$ cat src/rtl/mdio_mgr_pkg.sv
package mdio_mgr_pkg;
  typedef enum logic [1:0] {
    OP_SRD = 2'd0,
    OP_SWR = 2'd1,
    OP_GRD = 2'd2,
    OP_GWR = 2'd3
  } host_op_e;

  typedef enum logic [1:0] {
    ST_IDLE = 2'd0,
    ST_WALK = 2'd1,
    ST_WAIT = 2'd2
  } seq_st_e;
endpackage

$ cat src/rtl/mdio_frame_engine.sv
module mdio_frame_engine #(
  parameter int PRE_LEN = 32,
  parameter int AW      = 5,
  parameter int DW      = 16,
  parameter int DIV_W   = 8
) (
  input  logic             clk,
  input  logic             rst_n,
  input  logic             start,
  input  logic             is_rd,
  input  logic [AW-1:0]    phy,
  input  logic [AW-1:0]    regad,
  input  logic [DW-1:0]    wdata,
  input  logic [DIV_W-1:0] half,
  input  logic             mdio_i,
  output logic             run,
  output logic             done,
  output logic [DW-1:0]    rdata,
  output logic             mdc,
  output logic             mdio_o,
  output logic             mdio_oe
);
  localparam int FRAME_LEN = PRE_LEN + 4 + 2*AW + 2 + DW;
  localparam int SLOT_W    = $clog2(FRAME_LEN);
  localparam logic [SLOT_W-1:0] TA_S   = SLOT_W'(PRE_LEN + 4 + 2*AW);
  localparam logic [SLOT_W-1:0] DAT_S  = SLOT_W'(PRE_LEN + 4 + 2*AW + 2);
  localparam logic [SLOT_W-1:0] LAST_S = SLOT_W'(FRAME_LEN - 1);

  logic                 run_q, run_d, mdc_q, mdc_d, rd_q, rd_d, done_q, done_d;
  logic [DIV_W-1:0]     cnt_q, cnt_d;
  logic [SLOT_W-1:0]    slot_q, slot_d;
  logic [FRAME_LEN-1:0] sh_q, sh_d, frame;
  logic [DW-1:0]        rdat_q, rdat_d;
  logic                 tick;

  assign frame = {{PRE_LEN{1'b1}}, 2'b01, (is_rd ? 2'b10 : 2'b01), phy, regad,
                  2'b10, (is_rd ? {DW{1'b0}} : wdata)};
  assign tick  = (cnt_q >= half);

  always_comb begin
    run_d  = run_q;  mdc_d  = mdc_q;  cnt_d = cnt_q; slot_d = slot_q;
    sh_d   = sh_q;   rd_d   = rd_q;   rdat_d = rdat_q; done_d = 1'b0;
    if (!run_q) begin
      if (start) begin
        run_d = 1'b1; mdc_d = 1'b0; cnt_d = '0; slot_d = '0; sh_d = frame; rd_d = is_rd;
      end
    end else if (tick) begin
      cnt_d = '0;
      if (!mdc_q) begin
        mdc_d = 1'b1;
        if (rd_q && (slot_q >= DAT_S)) rdat_d = {rdat_q[DW-2:0], mdio_i};
      end else begin
        mdc_d = 1'b0;
        if (slot_q == LAST_S) begin
          run_d  = 1'b0;
          done_d = 1'b1;
        end else begin
          slot_d = slot_q + 1'b1;
          sh_d   = {sh_q[FRAME_LEN-2:0], 1'b0};
        end
      end
    end else begin
      cnt_d = cnt_q + 1'b1;
    end
  end

  always_ff @(posedge clk or negedge rst_n) begin
    if (!rst_n) begin
      run_q <= 1'b0; mdc_q <= 1'b0; rd_q <= 1'b0; done_q <= 1'b0;
      cnt_q <= '0; slot_q <= '0; sh_q <= '0; rdat_q <= '0;
    end else begin
      run_q <= run_d; mdc_q <= mdc_d; rd_q <= rd_d; done_q <= done_d;
      cnt_q <= cnt_d; slot_q <= slot_d; sh_q <= sh_d; rdat_q <= rdat_d;
    end
  end

  assign run     = run_q;
  assign done    = done_q;
  assign rdata   = rdat_q;
  assign mdc     = mdc_q;
  assign mdio_o  = run_q & sh_q[FRAME_LEN-1];
  assign mdio_oe = run_q & ~(rd_q & (slot_q >= TA_S));

  // the clock rests low between frames
  assert_mdc_low_idle_R3: assert property (@(posedge clk) disable iff (!rst_n)
    !run_q |-> !mdc_q);
  // data only moves on the falling edge
  assert_mdio_hold_high_R3: assert property (@(posedge clk) disable iff (!rst_n)
    (mdc_q && $past(mdc_q)) |-> $stable(mdio_o));
  // completion is a single-cycle pulse
  assert_done_pulse_R2: assert property (@(posedge clk) disable iff (!rst_n)
    done_q |=> !done_q);
endmodule

$ cat src/rtl/mdio_mgr_seq.sv
module mdio_mgr_seq
  import mdio_mgr_pkg::*;
#(
  parameter int AW     = 5,
  parameter int DW     = 16,
  parameter int HOST_W = 32
) (
  input  logic                clk,
  input  logic                rst_n,
  input  logic                cmd_valid,
  input  logic [1:0]          cmd_op,
  input  logic [AW-1:0]       cmd_phy,
  input  logic [AW-1:0]       cmd_reg,
  input  logic [DW-1:0]       cmd_wdata,
  input  logic [(1<<AW)-1:0]  dev_mask,
  input  logic                scan_en,
  input  logic [AW-1:0]       scan_reg,
  input  logic                ram_we,
  input  logic [AW-1:0]       ram_addr,
  input  logic [DW-1:0]       ram_wdata,
  output logic [HOST_W-1:0]   ram_rdata,
  input  logic [(1<<AW)-1:0]  flag_clr,
  output logic [(1<<AW)-1:0]  chg_flags,
  output logic                irq,
  output logic                busy,
  output logic [DW-1:0]       rd_data,
  output logic                eng_start,
  output logic                eng_rd,
  output logic [AW-1:0]       eng_phy,
  output logic [AW-1:0]       eng_reg,
  output logic [DW-1:0]       eng_wdata,
  input  logic                eng_run,
  input  logic                eng_done,
  input  logic [DW-1:0]       eng_rdata
);
  localparam int NDEV = 1 << AW;
  localparam logic [AW-1:0] LAST_DEV = AW'(NDEV - 1);

  seq_st_e         st_q, st_d;
  logic [AW-1:0]   ptr_q, ptr_d, rg_q, rg_d;
  logic [NDEV-1:0] mask_q, mask_d, chg_q, chg_d, set_vec;
  logic [1:0]      op_q, op_d;
  logic            scan_q, scan_d;
  logic [DW-1:0]   wd_q, wd_d, rdd_q, rdd_d;
  logic [DW-1:0]   ram_q [NDEV];
  logic            ram_wen;
  logic [AW-1:0]   ram_widx;
  logic [DW-1:0]   ram_wval;

  // op bit0 = write, bit1 = per-mask walk; scan walks as a gang read
  assign eng_rd    = scan_q | ~op_q[0];
  assign eng_phy   = ptr_q;
  assign eng_reg   = rg_q;
  assign eng_wdata = op_q[1] ? ram_q[ptr_q] : wd_q;

  always_comb begin
    st_d = st_q; ptr_d = ptr_q; rg_d = rg_q; mask_d = mask_q; op_d = op_q;
    scan_d = scan_q; wd_d = wd_q; rdd_d = rdd_q;
    eng_start = 1'b0; ram_wen = 1'b0; ram_widx = ram_addr; ram_wval = ram_wdata;
    set_vec = '0;
    unique case (st_q)
      ST_IDLE: begin
        ram_wen = ram_we;
        if (cmd_valid) begin
          op_d = cmd_op; scan_d = 1'b0; rg_d = cmd_reg; wd_d = cmd_wdata; st_d = ST_WALK;
          if (cmd_op[1]) begin
            mask_d = dev_mask; ptr_d = '0;
          end else begin
            mask_d = NDEV'(1) << cmd_phy; ptr_d = cmd_phy;
          end
        end else if (scan_en) begin
          op_d = OP_GRD; scan_d = 1'b1; rg_d = scan_reg; mask_d = dev_mask;
          ptr_d = '0; st_d = ST_WALK;
        end
      end
      ST_WALK: begin
        if (mask_q[ptr_q]) begin
          eng_start = 1'b1;
          st_d      = ST_WAIT;
        end else if (ptr_q == LAST_DEV) begin
          st_d = ST_IDLE;
        end else begin
          ptr_d = ptr_q + 1'b1;
        end
      end
      ST_WAIT: begin
        if (eng_done) begin
          if (eng_rd) begin
            if (op_q[1]) begin
              ram_wen = 1'b1; ram_widx = ptr_q; ram_wval = eng_rdata;
              if (scan_q && (eng_rdata != ram_q[ptr_q])) set_vec[ptr_q] = 1'b1;
            end else begin
              rdd_d = eng_rdata;
            end
          end
          if (!op_q[1] || (ptr_q == LAST_DEV)) begin
            st_d = ST_IDLE;
          end else begin
            ptr_d = ptr_q + 1'b1;
            st_d  = ST_WALK;
          end
        end
      end
      default: st_d = ST_IDLE;
    endcase
    chg_d = (chg_q & ~flag_clr) | set_vec;
  end

  always_ff @(posedge clk or negedge rst_n) begin
    if (!rst_n) begin
      st_q <= ST_IDLE; ptr_q <= '0; rg_q <= '0; mask_q <= '0; op_q <= '0;
      scan_q <= 1'b0; wd_q <= '0; rdd_q <= '0; chg_q <= '0;
    end else begin
      st_q <= st_d; ptr_q <= ptr_d; rg_q <= rg_d; mask_q <= mask_d; op_q <= op_d;
      scan_q <= scan_d; wd_q <= wd_d; rdd_q <= rdd_d; chg_q <= chg_d;
    end
  end

  always_ff @(posedge clk) begin
    if (ram_wen) ram_q[ram_widx] <= ram_wval;
  end

  assign ram_rdata = HOST_W'(ram_q[ram_addr]);
  assign chg_flags = chg_q;
  assign irq       = |chg_q;
  assign busy      = (st_q != ST_IDLE);
  assign rd_data   = rdd_q;

  // no frame is in flight while the controller reports idle
  assert_quiet_when_idle_R4: assert property (@(posedge clk) disable iff (!rst_n)
    !busy |-> !eng_run);
  // a frame is only launched into a free shifter
  assert_start_engine_free_R1: assert property (@(posedge clk) disable iff (!rst_n)
    eng_start |-> !eng_run);
  // a changed flag can only rise at the end of a scan read
  assert_flag_from_scan_R8: assert property (@(posedge clk) disable iff (!rst_n)
    (|(chg_q & ~$past(chg_q))) |-> ($past(scan_q) && ($past(st_q) == ST_WAIT)));
endmodule

$ cat src/rtl/mdio_mgmt_ctrl.sv
module mdio_mgmt_ctrl #(
  parameter int PRE_LEN = 32,
  parameter int AW      = 5,
  parameter int DW      = 16,
  parameter int DIV_W   = 8,
  parameter int HOST_W  = 32
) (
  input  logic                clk,
  input  logic                rst_n,
  input  logic                cmd_valid,
  input  logic [1:0]          cmd_op,
  input  logic [AW-1:0]       cmd_phy,
  input  logic [AW-1:0]       cmd_reg,
  input  logic [DW-1:0]       cmd_wdata,
  input  logic [(1<<AW)-1:0]  dev_mask,
  input  logic                scan_en,
  input  logic [AW-1:0]       scan_reg,
  input  logic [DIV_W-1:0]    mdc_half,
  input  logic                ram_we,
  input  logic [AW-1:0]       ram_addr,
  input  logic [DW-1:0]       ram_wdata,
  output logic [HOST_W-1:0]   ram_rdata,
  input  logic [(1<<AW)-1:0]  flag_clr,
  output logic [(1<<AW)-1:0]  chg_flags,
  output logic                irq,
  output logic                busy,
  output logic [DW-1:0]       rd_data,
  output logic                mdc,
  output logic                mdio_o,
  output logic                mdio_oe,
  input  logic                mdio_i
);
  logic [1:0]    rs_q;
  logic          rst_sync_n;
  logic          eng_start, eng_rd, eng_run, eng_done;
  logic [AW-1:0] eng_phy, eng_reg;
  logic [DW-1:0] eng_wdata, eng_rdata;

  always_ff @(posedge clk or negedge rst_n) begin
    if (!rst_n) rs_q <= 2'b00;
    else        rs_q <= {rs_q[0], 1'b1};
  end
  assign rst_sync_n = rs_q[1];

  mdio_mgr_seq #(.AW(AW), .DW(DW), .HOST_W(HOST_W)) u_seq (
    .clk(clk), .rst_n(rst_sync_n),
    .cmd_valid(cmd_valid), .cmd_op(cmd_op), .cmd_phy(cmd_phy), .cmd_reg(cmd_reg),
    .cmd_wdata(cmd_wdata), .dev_mask(dev_mask), .scan_en(scan_en), .scan_reg(scan_reg),
    .ram_we(ram_we), .ram_addr(ram_addr), .ram_wdata(ram_wdata), .ram_rdata(ram_rdata),
    .flag_clr(flag_clr), .chg_flags(chg_flags), .irq(irq), .busy(busy), .rd_data(rd_data),
    .eng_start(eng_start), .eng_rd(eng_rd), .eng_phy(eng_phy), .eng_reg(eng_reg),
    .eng_wdata(eng_wdata), .eng_run(eng_run), .eng_done(eng_done), .eng_rdata(eng_rdata)
  );

  mdio_frame_engine #(.PRE_LEN(PRE_LEN), .AW(AW), .DW(DW), .DIV_W(DIV_W)) u_eng (
    .clk(clk), .rst_n(rst_sync_n), .start(eng_start), .is_rd(eng_rd),
    .phy(eng_phy), .regad(eng_reg), .wdata(eng_wdata), .half(mdc_half),
    .mdio_i(mdio_i), .run(eng_run), .done(eng_done), .rdata(eng_rdata),
    .mdc(mdc), .mdio_o(mdio_o), .mdio_oe(mdio_oe)
  );
endmodule

$ cat config.mk
export PLATFORM = sky130hd
export DESIGN_NAME = mdio_mgmt_ctrl
export DESIGN_NICKNAME = d
export VERILOG_FILES = /design/src/rtl/mdio_mgr_pkg.sv /design/src/rtl/mdio_frame_engine.sv /design/src/rtl/mdio_mgr_seq.sv /design/src/rtl/mdio_mgmt_ctrl.sv
export SDC_FILE = /design/constraint.sdc
export NUM_CORES = 1
export LEC_CHECK = 0
export ABC_AREA = 1
export BUFFER_PORTS_ARGS = -buffer_cell sky130_fd_sc_hd__clkbuf_2
export CAP_MARGIN = 20
export CORE_MARGIN = 8
export CORE_UTILIZATION = 25
export CTS_CLUSTER_SIZE = 28
export DETAILED_ROUTE_END_ITERATION = 6
export PLACE_DENSITY_LB_ADDON = 0.25
export SYNTH_ARGS = -nofsm -noshare
export SYNTH_HDL_FRONTEND = slang
export SYNTH_SLANG_ARGS = --single-unit
$ cat constraint.sdc
create_clock -name clk -period 7.7 [get_ports clk]
set_clock_uncertainty 0.15 [all_clocks]
set_input_delay 0.385 -clock clk [delete_from_list [all_inputs] [get_ports clk]]
set_output_delay 0.385 -clock clk [all_outputs]
set_load 0.03 [all_outputs]
==> summary.md, run 1 <==
| Metric | Value |
|---|---|
| Status | complete, no violations |
| H-Tree Depth | 3 |
| Overall Global Routing Usage | 0.1727 |
| Antenna violations before repair | 2 |
| PnR worst setup slack | 2.947 ns |
| Synthesized area per cell | 8.531 um2 |
| Post-CTS Resized | 0 |
| Fillers | 15410 |
| DP Worst Slack | 2.926 ns |
| Iter 0 DRT Violations | 3209 |
| # rows | 140 |
| Slew @ Worst Pin | 1.121 ns |
| Post-CTS setup buffer count | 0 |
| RD Place Congestion | 0.8480 |
| Startpoint types | flip-flop |
| GRT overflow | 0 |
| P&R area growth vs syn | 17.93% |
| Worst Hold Class | in -> reg |
| Top cells by area, synth | edfxtp_1 42%, dfrtp_1 14%, nand2_1 12%, o21ai_0 6.8%, inv_1 4.7% |
| Number of buffers created by CTS | 82 |
| Cts hold-fix bufs | 102 |
| Hold Startpoint | cmd_phy[1] |
| Worst setup path startpoint | u_seq.op_q[1]$_DFFE_PN0P_ |
| Worst-Skew Late Latency | 0.66 ns |
| Number of global-route vias before repair | 29390 |
| Slew Limit Fails | 0 |
| CTS Buffer Depth | 3 |
| DR vias/cell | 4.852 |
| Hold Fails Final Rpt | 0 |
| Worst-path clk slew | 0.06 ns |
| # DRC | 0 |
| CTS root buf | clkbuf_16 |
| CORE AREA | 145700 um2 |
| RR Startpoint | u_seq.op_q[1]$_DFFE_PN0P_ |
| Top reg by flops | u_seq.ram_q |
| Cells after synthesis | 4305 |
| Sink Count | 723 |
| Register area share after synthesis | 0.5624 |
| Max Cap Viol | 0 |
| First-pass GRT wire length | 206400 um |
| Unique masters post-synth | 44 |
| Critical path class | reg -> reg |
| Die H | 399.3 um |
| PortBufs | 200 |
| CP endpoint kind | flip-flop |
| Post-Syn Area | 36730 um2 |
| Pin count of the biggest net entering global routing | 162 |
| Starting Density | 0.2520 |
| Largest register FFs | 512 |
| Share of cells above drive strength 1 | 0.1010 |
| WL/cell | 22.10 um |
| Setup TNS | 0 ns |
| Final nets | 4642 |
| Worst-path fanout max | 46 |
| Final min period | 4.753 ns |
| TritonCTS clock tree | yes |
| Yosys top cell area share | 0.4186 |
| RSZ-0062 raised after global routing | no |
| LEAKAGE | 18.20 nW |
| Antenna-violating nets left | 0 |
| Yosys warnings | 0 |
| Die width | 399.3 um |
| Die area | 159400 um2 |
| Routed WL | 143100 um |
| Max_slew headroom | 0.2517 |
| Drt first pass iters | 6 |
| # IOs | 217 |
| Synth area leader | edfxtp_1 |
| Dpl hpwl | 93070 um |
| Vias | 31410 |
| Critical Path RT | 7.81 ns |
| PD cells | 284.2 nW/um2 |
| CP arrival | 4.87 ns |
| Largest regs | u_seq.ram_q (512), u_eng.sh_q (64) |
| Period utilisation layout | 0.6172 |
| Max VDD drop | 0.1722 mV |
| Final setup violation count | 0 |
| Fmax achieved | 210.4 MHz |
| Synthesis-stage register bit count | 723 |
==> final timing paths <==
| path | to | slack (ns) | depth (start not counted) |
|---|---|---|---|
| max reg2reg | u_seq.ram_q[11][11]$_DFFE_PP_ | 2.95 | 7 |
| max | u_seq.ram_q[11][11]$_DFFE_PP_ | 2.95 | 7 |
| min reg2reg | rs_q[1]$_DFF_PN0_ | 0.20 | 0 |
| max in group asynchronous | u_seq.eng_phy[0]$_DFFE_PN0P_ | 5.66 | 1 |
| min in group asynchronous | u_seq.wd_q[1]$_DFFE_PN0P_ | 0.24 | 0 |
| min | u_seq.mask_q[1]$_DFFE_PN0P_ | 0.04 | 4 |
==> metrics by stage <==
stage | hold slack [ns] | instances | cell area (um2) | power, mW | util
after floorplan | -0.06059 | 4320 | 36780 | 7.033 | -
after global placement | 0.02468 | 6216 | 39650 | 8.472 | 0.2720
after detailed placement | 0.03148 | 6217 | 39660 | 8.475 | 0.2721
after CTS | 0.0005823 | 6466 | 43190 | 12.33 | 0.2964
after global routing | 0.03088 | 6471 | 43300 | 12.92 | 0.2971
final | 0.04079 | 6474 | 43310 | 12.31 | 0.2972
==> synth_stat cells (all sizes together) <==
cell / instances
nand4: 10
o32ai: 1
a31oi: 37
a21oi: 248
a32oi: 10
clkinv: 3
buf: 116
nor4: 12
ha: 19
a221oi: 5
a22oi: 32
nor2: 376
o221ai: 16
o211ai: 66
edfxtp: 512
inv: 469
mux2: 16
o2111ai: 1
o31ai: 2
nand3: 209
a2bb2oi: 1
dfrtp: 211
xor2: 6
o21ai: 505
nor3: 20
a32o: 1
xnor2: 1
or2: 1
nand2: 1211
clkbuf: 158
conb: 2
o32a: 1
o22ai: 26
a22o: 1
==> routing by layer <==
| metal | share of wire | GRT usage | wire length (um) |
|---|---|---|---|
| met1 | 0.43 | 0.2391 | 62200 |
| met2 | 0.45 | 0.2762 | 64640 |
| met3 | 0.073 | 0.02294 | 10410 |
| met4 | 0.041 | 0.06195 | 5838 |
| met5 | 0.000091 | 0 | 13 |
==> cell families (layout without fill, tap and decap cells) <==
group	count (synthesis)	count (layout)	synth area share
AOI/OAI and AO/OA	953	953	0.1427
adders and majority gates	19	19	0.006473
and+or+nand+nor	1839	1839	0.1988
xor gates and xnor gates	7	7	0.001669
buffers and inverters	746	980	0.08289
muxes	16	16	0.004906
DFF	723	723	0.5624
other	2	20	0.0002045
==> power by group <==
part	switching, mW	internal (mW)
clock	1.66	2.11
sequential	0.264	4.42
combinational	2.81	1.05
total	4.73	7.58
==> cell usage in the layout, fill, tap and decap left out, drive strengths merged, types with 6 or more instances in the layout <==
cell type    Yosys  final
a21oi          248    248
a22oi           32     32
a31oi           37     37
a32oi           10     10
buf            116     61
clkbuf         158    312
clkinv           3     29
conb             2     17
dfrtp          211    211
dlygate4sd3      0    102
edfxtp         512    512
ha              19     19
inv            469    472
mux2            16     16
nand2         1211   1211
nand3          209    209
nand4           10     10
nor2           376    376
nor3            20     20
nor4            12     12
o211ai          66     66
o21ai          505    505
o221ai          16     16
o22ai           26     26
xor2             6      6
==> worst max-delay path, cell delays in order (launching register included) <==
cell and delay (ns):
dfrtp_1 0.61, clkinv_1 0.59, nor3_2 0.61, inv_2 0.18
buf_4 0.38, o21ai_0 0.58, nand2_1 0.37, nor2_2 0.88
==> area by class of cell <==
class                           count  area (um2)  share of cell area
Clock inverter                     33       222.7            0.005142
Inverter                          472        1794             0.04143
Timing Repair Buffer              361        2641             0.06099
Antenna cell                        3       7.507           0.0001733
Tap cell                         1917        2399             0.05538
Multi-Input combinational cell   2851       13300              0.3070
Clock buffer                      114        2285             0.05275
Sequential cell                   723       20670              0.4772
Power figures use the tool's default switching activity.
==> run 2, diff against run 1 <==
==> constraint.sdc (replaced) <==
create_clock -name clk -period 4.6 [get_ports clk]
set_clock_uncertainty 0.15 [all_clocks]
set_input_delay 0.23 -clock clk [delete_from_list [all_inputs] [get_ports clk]]
set_output_delay 0.23 -clock clk [all_outputs]
set_load 0.03 [all_outputs]
==> summary.md, run 2 (synthesis gave the netlist of run 1 again) <==
| Metric | Value |
|---|---|
| First-pass GRT wire length | 208100 um (+0.79%) |
| Die area | 159400 um2 (unchanged) |
| Worst-Skew Late Latency | 0.67 ns (about the same) |
| Max_slew headroom | 0.2612 (+0.009507) |
| Critical path endpoint | u_seq.chg_flags[18]$_DFF_PN0_ |
| Antenna violations before repair | 5 (+3) |
| Reg2reg setup slack | 0.60 ns (-2.35 ns) |
| Final min period | 3.998 ns (-0.7547 ns) |
| Fillers | 15270 (-0.92%) |
| Cells on worst reg2reg path | 19 (+12) |
| Slew @ Worst Pin | 1.105 ns (-0.01573 ns) |
| Worst setup path startpoint | u_seq.eng_phy[0]$_DFFE_PN0P_ |
| RSZ-0062 raised after global routing | no |
| Max VDD drop | 0.3462 mV (+100%) |
| N_diodes | 0 (-3) |
| CP endpoint kind | flip-flop |
| Setup TNS | 0 ns (unchanged) |
| Routed WL | 143600 um (+0.37%) |
| Placed cell count | 6325 (+1.7%) |
| Period utilisation layout | 0.8691 (+0.2519) |
| WL/cell | 21.73 um (-1.7%) |
| DR vias/cell | 4.856 (about the same) |
| Worst-path clk slew | 0.06 ns (about the same) |
| Worst-path fanout max | 71 (+54%) |
| PortBufs | 200 (unchanged) |
| Max Cap Viol | 0 (unchanged) |
| GRT overflow | 0 (unchanged) |
| LEAKAGE | 19.11 nW (+5.0%) |
| Layout Cells excl Fill | 6610 (+2.1%) |
| CORE AREA | 145700 um2 (unchanged) |
| Hold Fails Final Rpt | 0 (unchanged) |
| Die H | 399.3 um (unchanged) |
| P&R area growth vs syn | 21.95% |
| Final nets | 4777 (+2.9%) |
| Pin count of the biggest net entering global routing | 124 (-23%) |
| Status | complete, no violations |
| Iter 0 DRT Violations | 3175 (-1.1%) |
| Overall Global Routing Usage | 0.1739 (+0.001153) |
| Slew Limit Fails | 0 (unchanged) |
| Top reg by flops | u_seq.ram_q |
| Largest regs | u_seq.ram_q (512), u_eng.sh_q (64) |
| Sink Count | 723 (unchanged) |
| Vias | 32100 (+2.2%) |
| Critical path class | reg -> reg |
| Largest register FFs | 512 (unchanged) |
| Number of buffers created by CTS | 87 (+6.1%) |
| Reg2reg end | u_seq.chg_flags[18]$_DFF_PN0_ |
| Fmax achieved | 250.1 MHz (+19%) |
| Drt first pass iters | 5 (-1) |
| Number of global-route vias before repair | 30760 (+4.7%) |
| Worst Hold Class | in -> reg |
| Final setup violation count | 0 (unchanged) |
| Commonest cells after routing, fill and taps aside | 1209 x nand2_1, 512 x edfxtp_1, 484 x o21ai_0, 460 x inv_1, 342 x nor2_1 |
| Starting Density | 0.2520 (unchanged) |
| Dpl hpwl | 95090 um (+2.2%) |
| RD Place Congestion | 0.8693 (+2.5%) |
| TritonCTS clock tree | yes |
| PD cells | 484.0 nW/um2 (+70%) |
| Startpoint types | flip-flop |
| DP Worst Slack | 0.6646 ns (-2.261 ns) |
| Commonest non-fill, non-tap cell in the layout | nand2_1 |
| PnR worst setup slack | 0.6020 ns (-2.345 ns) |
| Critical Path RT | 4.99 ns (-2.82 ns) |
| CTS root buf | clkbuf_16 |
| Die width | 399.3 um (unchanged) |
| CP arrival | 4.39 ns (-0.48 ns) |
| Antenna-violating nets left | 0 (unchanged) |
| Share of cells above drive strength 1 | 0.1240 (+0.02300) |
| # DRC | 0 (unchanged) |
| H-Tree Depth | 3 (unchanged) |
| # rows | 140 (unchanged) |
| # IOs | 217 (unchanged) |
| Total power | 21.68 mW (+76%) |
| CTS Buffer Depth | 3 (unchanged) |
| RR Startpoint | u_seq.eng_phy[0]$_DFFE_PN0P_ |
-- run 2: cell types whose count changed in the layout (fill, tap and decap cells not counted), moves of 4 or more --
cell	change
clkbuf_16	+6
clkinv_2	+4
o21ai_2	+5
dlygate4sd3_1	+27
clkbuf_1	-10
bufinv_16	+9
buf_4	+97
buf_12	+12
o21ai_4	-5
-- run 2: report_power, final --
part / leakage, nW / internal, mW / total, mW / switching (mW)
combinational: 10.5 / 2.00 / 6.79 / 4.78
sequential: 7.18 / 7.39 / 7.75 / 0.356
clock: 1.44 / 4.27 / 7.14 / 2.87
-- run 2: timing repair --
item                      in CTS  in global routing
resized for setup              0                  0
buffers inserted               0                  0
hold buffers                 129                  0
hold endpoints to repair     107                  0
-- run 2: stage by stage --
stage	utilization	hold WS, ns	area (um2)
after global routing	0.3073	0.06998	44790
after global placement	0.2784	-0.1312	40580
after detailed placement	0.2784	-0.1244	40580
after floorplan	-	-0.2156	36780
after CTS	0.3073	0.009399	44790
final	0.3073	0.04984	44790
-- run 2: worst min-delay path by stage --
stage	start	end	slack, ns	depth (start not counted)
finish	mdc_half[0]	u_eng.cnt_q[1]$_DFFE_PN0P_	0.05	5
global route	ram_wdata[9]	u_seq.ram_q[27][9]$_DFFE_PP_	0.07	4
CTS	mdc_half[0]	u_eng.cnt_q[1]$_DFFE_PN0P_	0.009	5
detailed placement	rst_n	rs_q[0]$_DFF_PN0_	-0.12	1
global placement	rst_n	rs_q[0]$_DFF_PN0_	-0.13	1
floorplan	rst_n	rs_q[0]$_DFF_PN0_	-0.22	0
-- run 2: final cells by class --
cell class,count,area (um2),area share
Multi-Input combinational cell,2851,13260,0.2960
Inverter,472,1795,0.04009
Timing Repair Buffer,491,3752,0.08378
Sequential cell,723,20670,0.4614
Clock inverter,44,494.2,0.01103
Clock buffer,112,2425,0.05414
Tap cell,1917,2399,0.05355
-- run 2: per-layer routing --
layer	share of wire	vias up	global-route usage
met4	0.036	4	0.05990
met5	0.00019	-	0
met1	0.43	15630	0.2311
met3	0.070	242	0.02765
met2	0.47	1265	0.2874
li1	-	14960	-
-- run 2: worst max-delay path: stages, from the launching register on --
cell     delay, ns
dfrtp_4       0.58
inv_6         0.53
buf_12        0.35
buf_4         0.23
nand2_1       0.06
nand3_1       0.06
nand2_1       0.05
nand2_1       0.05
nand2_1       0.05
nor2_1        0.41
nand2_1       0.17
nand2_1       0.09
nand2_1       0.05
nor2_1        0.12
nand2_1       0.06
nor2_1        0.16
nand2_2       0.13
buf_4         0.26
nand3_1       0.11
nand2_1       0.05
